### src/rtl/wdt_pkg.sv
package wdt_pkg;

   localparam logic [7:0] OFS_CNT_LO = 8'h10;
   localparam logic [7:0] OFS_CNT_HI = 8'h14;
   localparam logic [7:0] OFS_PRD_LO = 8'h18;
   localparam logic [7:0] OFS_PRD_HI = 8'h1C;
   localparam logic [7:0] OFS_TCTL   = 8'h20;
   localparam logic [7:0] OFS_GCTL   = 8'h24;
   localparam logic [7:0] OFS_WCTL   = 8'h28;

   localparam int unsigned ARM_BIT   = 14;
   localparam int unsigned KEY_W     = 16;
   localparam int unsigned DIV_LSB   = 8;
   localparam logic [1:0]  MODE_WDOG = 2'd2;

   localparam logic [KEY_W-1:0] KEY_FIRST  = 16'hA5C6;
   localparam logic [KEY_W-1:0] KEY_SECOND = 16'hDA7E;

   typedef enum logic {
      STEP_FIRST,
      STEP_SECOND
   } key_step_e;

endpackage

### src/rtl/wdt_tick_div.sv
module wdt_tick_div #(
   parameter int unsigned DIV_W  = 4,
   parameter bit          DIV_EN = 1'b1
) (
   input  logic             clk,
   input  logic             rst_n,
   input  logic             run,
   input  logic [DIV_W-1:0] div,
   output logic             tick
);

   if (DIV_W < 1 || DIV_W > 16) begin : g_bad_div_w
      $error("wdt_tick_div: DIV_W out of range");
   end

   if (DIV_EN) begin : g_div
      logic [DIV_W-1:0] pre_q;

      assign tick = run && (pre_q == div);

      always_ff @(posedge clk or negedge rst_n) begin
         if (!rst_n)      pre_q <= '0;
         else if (!run)   pre_q <= '0;
         else if (tick)   pre_q <= '0;
         else             pre_q <= pre_q + 1'b1;
      end

      // after a tick the next one is at least N+1 clocks away
      a_r4_tick_spacing: assert property (@(posedge clk) disable iff (!rst_n)
         tick |=> (!tick || div == '0));
   end else begin : g_nodiv
      logic unused_div;
      assign unused_div = ^div;
      assign tick = run;
   end

endmodule

### src/rtl/wdt_count_bank.sv
module wdt_count_bank #(
   parameter int unsigned CNT_W  = 64,
   parameter int unsigned DATA_W = 32
) (
   input  logic              clk,
   input  logic              rst_n,
   input  logic              inc,
   input  logic              clr,
   input  logic              lock,
   input  logic              wr_cnt,
   input  logic              wr_prd,
   input  logic              wr_hi,
   input  logic [DATA_W-1:0] wr_data,
   output logic [CNT_W-1:0]  cnt,
   output logic [CNT_W-1:0]  prd,
   output logic              hit
);

   localparam int unsigned NUM_HALF = CNT_W / DATA_W;

   if (NUM_HALF < 1 || NUM_HALF > 2 || NUM_HALF * DATA_W != CNT_W) begin : g_bad_split
      $error("wdt_count_bank: CNT_W must be one or two DATA_W words");
   end

   logic [NUM_HALF:0] carry;
   assign carry[0] = inc;

   for (genvar h = 0; h < NUM_HALF; h++) begin : g_half
      logic [DATA_W-1:0] cnt_h_q;
      logic [DATA_W-1:0] prd_h_q;
      logic              sel_h;

      assign sel_h        = (h == int'(wr_hi));
      assign carry[h+1]   = carry[h] && (&cnt_h_q);
      assign cnt[h*DATA_W +: DATA_W] = cnt_h_q;
      assign prd[h*DATA_W +: DATA_W] = prd_h_q;

      always_ff @(posedge clk or negedge rst_n) begin
         if (!rst_n)                          cnt_h_q <= '0;
         else if (clr)                        cnt_h_q <= '0;
         else if (wr_cnt && !lock && sel_h)   cnt_h_q <= wr_data;
         else if (carry[h])                   cnt_h_q <= cnt_h_q + 1'b1;
      end

      always_ff @(posedge clk or negedge rst_n) begin
         if (!rst_n)                          prd_h_q <= '0;
         else if (wr_prd && !lock && sel_h)   prd_h_q <= wr_data;
      end
   end

   assign hit = (cnt == prd);

   // a service clear lands one cycle after the strobe
   a_r8_clear_zero: assert property (@(posedge clk) disable iff (!rst_n)
      clr |=> (cnt == '0));

   // an undisturbed increment moves the whole 64-bit value by one
   a_r3_step_one: assert property (@(posedge clk) disable iff (!rst_n)
      (inc && !clr && !(wr_cnt && !lock)) |=> (cnt == $past(cnt) + 1'b1));

   // period cannot move while the watchdog is armed
   a_r10_prd_locked: assert property (@(posedge clk) disable iff (!rst_n)
      lock |=> $stable(prd));

   // counter moves only by counting or clearing while armed
   a_r10_cnt_locked: assert property (@(posedge clk) disable iff (!rst_n)
      (lock && !inc && !clr) |=> $stable(cnt));

endmodule

### src/rtl/wdt_key_guard.sv
module wdt_key_guard
   import wdt_pkg::*;
(
   input  logic             clk,
   input  logic             rst_n,
   input  logic             wctl_wr,
   input  logic             arm_bit,
   input  logic [KEY_W-1:0] key,
   output logic             armed,
   output logic             violation,
   output logic             clr_pulse
);

   key_step_e step_q, step_d;
   logic      armed_q;
   logic      clr_q;
   logic      armed_next;
   logic      judged;
   logic      good_first;
   logic      good_second;

   assign armed_next  = armed_q || (wctl_wr && arm_bit);
   assign judged      = wctl_wr && armed_next;
   assign good_first  = (step_q == STEP_FIRST)  && (key == KEY_FIRST);
   assign good_second = (step_q == STEP_SECOND) && (key == KEY_SECOND);
   assign violation   = judged && !good_first && !good_second;

   always_comb begin
      step_d = step_q;
      if (judged) begin
         if (good_first) step_d = STEP_SECOND;
         else            step_d = STEP_FIRST;
      end
   end

   always_ff @(posedge clk or negedge rst_n) begin
      if (!rst_n) begin
         step_q  <= STEP_FIRST;
         armed_q <= 1'b0;
         clr_q   <= 1'b0;
      end else begin
         step_q  <= step_d;
         armed_q <= armed_next;
         clr_q   <= judged && good_second;
      end
   end

   assign armed     = armed_q;
   assign clr_pulse = clr_q;

   // once armed, only rst_n disarms
   a_r6_arm_sticky: assert property (@(posedge clk) disable iff (!rst_n)
      armed_q |=> armed_q);

   // disarmed write without the arm bit leaves the handshake untouched
   a_r7_idle_ignored: assert property (@(posedge clk) disable iff (!rst_n)
      (!armed_q && wctl_wr && !arm_bit) |=> (!armed_q && step_q == $past(step_q)));

   // after a service the handshake waits for the first key
   a_r8_back_to_first: assert property (@(posedge clk) disable iff (!rst_n)
      clr_q |-> (step_q == STEP_FIRST));

endmodule

### src/rtl/wdog_keyed_timer.sv
module wdog_keyed_timer
   import wdt_pkg::*;
#(
   parameter int unsigned ADDR_W = 8,
   parameter int unsigned DATA_W = 32,
   parameter int unsigned CNT_W  = 64,
   parameter int unsigned DIV_W  = 4,
   parameter bit          DIV_EN = 1'b1
) (
   input  logic              clk,
   input  logic              rst_n,
   input  logic              bus_sel,
   input  logic              bus_wr,
   input  logic [ADDR_W-1:0] bus_addr,
   input  logic [DATA_W-1:0] bus_wdata,
   output logic [DATA_W-1:0] bus_rdata,
   output logic              wdog_rst_req
);

   localparam int unsigned NUM_HALF = CNT_W / DATA_W;

   if (DATA_W < 32) begin : g_bad_data_w
      $error("wdog_keyed_timer: DATA_W must hold the key field and arm bit");
   end
   if (ADDR_W < 6) begin : g_bad_addr_w
      $error("wdog_keyed_timer: ADDR_W too small for the register map");
   end
   if (DIV_LSB + DIV_W > DATA_W) begin : g_bad_div
      $error("wdog_keyed_timer: divider field exceeds register");
   end

   logic              wr;
   logic              hit_cnt, hit_prd, hit_tctl, hit_gctl, hit_wctl;
   logic [DATA_W-1:0] tctl_q, gctl_q;
   logic              armed, violation, clr_pulse;
   logic              run, tick, match, inc, trip;
   logic              fired_q, req_q;
   logic [CNT_W-1:0]  cnt, prd;
   logic [DATA_W-1:0] cnt_lo, cnt_hi, prd_lo, prd_hi;

   assign wr       = bus_sel && bus_wr;
   assign hit_cnt  = (bus_addr == ADDR_W'(OFS_CNT_LO)) || (bus_addr == ADDR_W'(OFS_CNT_HI));
   assign hit_prd  = (bus_addr == ADDR_W'(OFS_PRD_LO)) || (bus_addr == ADDR_W'(OFS_PRD_HI));
   assign hit_tctl = (bus_addr == ADDR_W'(OFS_TCTL));
   assign hit_gctl = (bus_addr == ADDR_W'(OFS_GCTL));
   assign hit_wctl = (bus_addr == ADDR_W'(OFS_WCTL));

   always_ff @(posedge clk or negedge rst_n) begin
      if (!rst_n) begin
         tctl_q <= '0;
         gctl_q <= '0;
      end else begin
         if (wr && hit_tctl) tctl_q <= bus_wdata;
         if (wr && hit_gctl) gctl_q <= bus_wdata;
      end
   end

   wdt_key_guard i_key (
      .clk       (clk),
      .rst_n     (rst_n),
      .wctl_wr   (wr && hit_wctl),
      .arm_bit   (bus_wdata[ARM_BIT]),
      .key       (bus_wdata[DATA_W-1 -: KEY_W]),
      .armed     (armed),
      .violation (violation),
      .clr_pulse (clr_pulse)
   );

   assign run = armed && !fired_q && (gctl_q[1:0] == 2'b11) && (gctl_q[3:2] == MODE_WDOG);

   wdt_tick_div #(.DIV_W(DIV_W), .DIV_EN(DIV_EN)) i_div (
      .clk   (clk),
      .rst_n (rst_n),
      .run   (run),
      .div   (gctl_q[DIV_LSB +: DIV_W]),
      .tick  (tick)
   );

   assign inc = tick && !match;

   wdt_count_bank #(.CNT_W(CNT_W), .DATA_W(DATA_W)) i_bank (
      .clk     (clk),
      .rst_n   (rst_n),
      .inc     (inc),
      .clr     (clr_pulse),
      .lock    (armed),
      .wr_cnt  (wr && hit_cnt),
      .wr_prd  (wr && hit_prd),
      .wr_hi   (bus_addr[2]),
      .wr_data (bus_wdata),
      .cnt     (cnt),
      .prd     (prd),
      .hit     (match)
   );

   assign trip = !fired_q && (violation || (run && match));

   always_ff @(posedge clk or negedge rst_n) begin
      if (!rst_n) begin
         fired_q <= 1'b0;
         req_q   <= 1'b0;
      end else begin
         fired_q <= fired_q || trip;
         req_q   <= trip;
      end
   end

   assign wdog_rst_req = req_q;

   assign cnt_lo = cnt[DATA_W-1:0];
   assign prd_lo = prd[DATA_W-1:0];
   if (NUM_HALF == 2) begin : g_two_half
      assign cnt_hi = cnt[CNT_W-1 -: DATA_W];
      assign prd_hi = prd[CNT_W-1 -: DATA_W];
   end else begin : g_one_half
      assign cnt_hi = '0;
      assign prd_hi = '0;
   end

   always_comb begin
      bus_rdata = '0;
      unique case (bus_addr)
         ADDR_W'(OFS_CNT_LO): bus_rdata = cnt_lo;
         ADDR_W'(OFS_CNT_HI): bus_rdata = cnt_hi;
         ADDR_W'(OFS_PRD_LO): bus_rdata = prd_lo;
         ADDR_W'(OFS_PRD_HI): bus_rdata = prd_hi;
         ADDR_W'(OFS_TCTL):   bus_rdata = tctl_q;
         ADDR_W'(OFS_GCTL):   bus_rdata = gctl_q;
         ADDR_W'(OFS_WCTL):   bus_rdata[ARM_BIT] = armed;
         default:             bus_rdata = '0;
      endcase
   end

   // the reset request never lasts more than one cycle
   a_r5_one_cycle: assert property (@(posedge clk) disable iff (!rst_n)
      wdog_rst_req |=> !wdog_rst_req);

   // once a pulse has been sent the output stays low
   a_r11_no_repeat: assert property (@(posedge clk) disable iff (!rst_n)
      (fired_q && !wdog_rst_req) |=> !wdog_rst_req);

   // after a pulse the counter no longer advances
   a_r11_frozen: assert property (@(posedge clk) disable iff (!rst_n)
      (fired_q && !clr_pulse) |=> $stable(cnt));

endmodule

### config.mk
export PLATFORM = sky130hd
export DESIGN_NAME = wdog_keyed_timer
export DESIGN_NICKNAME = d
export VERILOG_FILES = /design/src/rtl/wdt_pkg.sv /design/src/rtl/wdt_tick_div.sv /design/src/rtl/wdt_count_bank.sv /design/src/rtl/wdt_key_guard.sv /design/src/rtl/wdog_keyed_timer.sv
export SDC_FILE = /design/constraint.sdc
export NUM_CORES = 1
export LEC_CHECK = 0
export ABC_CLOCK_PERIOD_IN_PS = 4300
export BUFFER_PORTS_ARGS = -buffer_cell sky130_fd_sc_hd__buf_2
export CAP_MARGIN = 25
export CORE_MARGIN = 2
export CORE_UTILIZATION = 50
export CTS_CLUSTER_DIAMETER = 50
export DETAILED_ROUTE_END_ITERATION = 12
export MAX_ROUTING_LAYER = met4
export PLACE_DENSITY = 0.75
export SYNTH_ARGS = -nofsm -noshare
export SYNTH_HDL_FRONTEND = slang
export SYNTH_SLANG_ARGS = --single-unit
### constraint.sdc
create_clock -name clk -period 4.3 [get_ports clk]
set_input_delay 0.215 -clock clk [delete_from_list [all_inputs] [get_ports clk]]
set_output_delay 0.215 -clock clk [all_outputs]
set_load 0.005 [all_outputs]
==> impl_metrics.py <==
metrics = {
    "outcome": {
        "outcome": "finished clean",
    },
    "worst_setup_path": {
        "r2r_setup_slack_ps": 1000,
        "r2r_cells": 7,
        "cp.required_ps": 4720,
        "cp.depth": 7,
        "path_cells": "nand4_1, nor2_1, nand4_1, nor3b_1, nand4_1, xor2_1, a211oi_1",
        "critPathCapture": "i_bank.g_half[1].cnt_h_q[24]$_DFFE_PN0P_",
        "path_max_fanout": 13,
        "end_kind": "flop",
        "cp-start-kind": "flop",
        "cp_top_family": "simple AND/OR/NAND/NOR gates",
        "arrival_ps": 3720,
        "cp_common_cell": "nand4_1",
        "crit_slowest_cell": "nor3b_1",
        "crit_path_start": "i_bank.g_half[1].cnt_h_q[9]$_DFFE_PN0P_",
        "crit_buf_inv": 0,
        "max_stage_delay_ps": 910,
        "r2r_start": "i_bank.g_half[1].cnt_h_q[9]$_DFFE_PN0P_",
        "reg2reg_to": "i_bank.g_half[1].cnt_h_q[24]$_DFFE_PN0P_",
        "worstSetupPathType": "reg -> reg",
    },
    "logic_synthesis": {
        "synth_adder_area_share": 0.00333,
        "syn_nets": 1122,
        "avgSynthCellArea_um2": 10.5,
        "synth_compound_area_frac": 0.109,
        "netlist_area_um2": 11300,
        "synth.area.top_cells": "dfrtp_1 45%, mux2_2 13%, xnor2_1 7.2%, a22oi_1 3.9%, nor2_1 3.4%",
        "syn_inst": 1075,
        "synth_warnings": 0,
        "synthSimpleGateAreaFrac": 0.180,
        "synth_edf_count": 0,
        "yosysUniqueCellTypes": 55,
        "synth_top_family_by_area": "simple AND/OR/NAND/NOR gates",
        "synth_top_area_share": 0.446,
        "yosysSeqAreaShare": 0.446,
        "synth_top_area_cell": "dfrtp_1",
        "synth_xor_area_frac": 0.0792,
        "synth_seq_cells": 201,
        "async_flop_share": 1.00,
        "synth_ff_type": "dfrtp_1",
        "synthMuxAreaShare": 0.146,
    },
    "place": {
        "hpwl_um": 23100,
        "placed_area_um2": 11800,
        "io_buffers": 76,
        "gp_congestion": 0.983,
    },
    "routing": {
        "avgRoutedWirePerCell_um": 23.9,
        "avgViaCountPerCell": 6.64,
        "drtIter0Drc": 1250,
        "ant_nets": 0,
        "drt-total-wl_um": 34000,
        "firstDrtPassIters": 8,
        "drc": 0,
        "dr_total_vias": 9448,
    },
    "die": {
        "die_width_um": 154,
        "start_util": 0.514,
        "rows": 54,
        "io_pins": 77,
        "core_area_um2": 22000,
        "die_area_um2": 23800,
        "die_y_um": 154,
    },
    "timing": {
        "drv_slew": 0,
        "min_period_ps": 3300,
        "setup_tns_ps": 0,
        "setup_viol": 0,
        "relSlewSlack": 0.433,
        "fin_skew_ps": 22.1,
        "grt_setup_unrepaired": "no",
        "tightestPinTransition_ps": 848,
        "max_freq_mhz": 303,
        "period_share": 0.767,
        "finalHoldViolCount": 0,
    },
    "clock_network": {
        "cts_setup_buffers": 0,
        "clockBufferDepth": 3,
        "clock_sinks": 201,
        "hold_buffers": 1,
        "clk_pin_slew_ps": 60,
        "insertion_delay_ps": 540,
        "cts_tree": "built",
        "htreeDepth": 1,
        "post_cts_resized": 0,
        "cts_root_buf": "clkbuf_16",
        "cts_buffers": 26,
    },
    "grt": {
        "grt_max_degree": 131,
        "grt_pass1_vias": 9344,
        "grt_antenna_before_repair": 1,
        "grt_overflow": 0,
        "grt_usage": 0.293,
        "grt_pass1_wl_um": 53300,
    },
    "power": {
        "peakVddDrop_mv": 0.413,
        "cellPowerDensity_nw_per_um2": 356,
        "p_leak_nw": 5.72,
    },
    "final_layout": {
        "drive_gt1_frac": 0.260,
        "final_area_um2": 12800,
        "num-nets-final": 1169,
        "final_common_cell": "dfrtp_1",
        "area_growth_pct": 13.5,
        "final_cell_mix": "200 x dfrtp_1, 129 x mux2_2, 100 x nor2_1",
    },
    "min_path": {
        "min_path_type": "in -> reg",
    },
    "run": {
        "maxCapViolCount": 0,
    },
}
-- power by group --
part	internal, mW	switching, mW	total [mW]	leakage, nW
clock network	1.35	0.889	2.24	0.447
registers	1.95	0.0714	2.02	2.55
logic	0.122	0.175	0.296	2.72
-- worst min-delay path by stage --
| stage | startpoint | end | slack [ps] | cells after the start |
|---|---|---|---|---|
| after floorplan | rst_n | fired_q$_DFF_PN0_ | -80 | 0 |
| after global placement | fired_q$_DFF_PN0_ | wdog_rst_req$_DFF_PN0_ | 470 | 1 |
| after detailed placement | rst_n | tctl_q[12]$_DFFE_PN0P_ | 470 | 1 |
| after CTS | bus_wdata[9] | gctl_q[9]$_DFFE_PN0P_ | 3 | 2 |
| after global routing | bus_wdata[10] | gctl_q[10]$_DFFE_PN0P_ | 10 | 2 |
| final | bus_wdata[9] | gctl_q[9]$_DFFE_PN0P_ | 3 | 2 |
-- cell usage after synthesis (8+ instances only) --
cell type	number
nor2_1	102
nor3b_1	9
buf_2	8
clkbuf_1	48
a21oi_1	14
nor4_1	23
nand3_1	49
and4_1	13
buf_1	11
nand2_1	46
nor3_1	20
mux2i_1	19
mux2_2	129
a222oi_1	13
nand4_1	35
and3_1	36
a22oi_1	59
a211oi_1	38
xor2_1	9
dfrtp_1	201
xnor2_1	93
a311oi_1	13
-- final cells by class --
class                      instances  area (µm²)
tap                              280         350
timing repair buffer             100         624
inverter                           4        15.0
antenna                            1        2.50
fill                            1830        9150
clock buffer                      33         737
multi-input combinational        789        5880
sequential                       201        5030
clock inverter                    15         165
-- registers in the layout, indices dropped and copies added (netlist names) --
register	count
i_key.clr_pulse	1
i_bank.g_half.cnt_h_q	64
i_key.armed	1
gctl_q	32
i_bank.g_half.prd_h_q	64
fired_q	1
wdog_rst_req	1
i_div.g_div.pre_q	4
i_key.step_q	1
tctl_q	32
-- layer usage --
| layer | track usage | vias to the layer above | routed length, µm |
|---|---|---|---|
| met5 | - | - | 0 |
| met4 | 0.0975 | 0 | 1230 |
| met3 | 0.0580 | 80 | 3190 |
| met2 | 0.449 | 503 | 15500 |
| met1 | 0.392 | 4741 | 14000 |
| li1 | - | 4124 | - |
-- logic make-up after synthesis --
| kind of cell | count (synthesis) |
|---|---|
| AND/OR/NAND/NOR | 372 |
| flip-flops | 201 |
| AO/OA/AOI/OAI | 164 |
| multiplexers | 148 |
| XOR/XNOR | 102 |
| buffers and inverters | 85 |
| adder cells (fa/ha/maj) | 3 |
-- metrics by stage --
stage / util / power, mW / hold WS [ps] / std cells / setup WS, ps
after floorplan: - / 2.19 / -80.6 / 1075 / 1930
after global placement: 0.539 / 2.33 / 471 / 1371 / 1250
after detailed placement: 0.539 / 2.34 / 469 / 1371 / 1160
after CTS: 0.581 / 4.56 / 2.67 / 1420 / 1160
after global routing: 0.583 / 4.68 / 13.3 / 1423 / 900
final: 0.583 / 4.55 / 2.61 / 1423 / 1000
(Power assumes the default switching activity.)
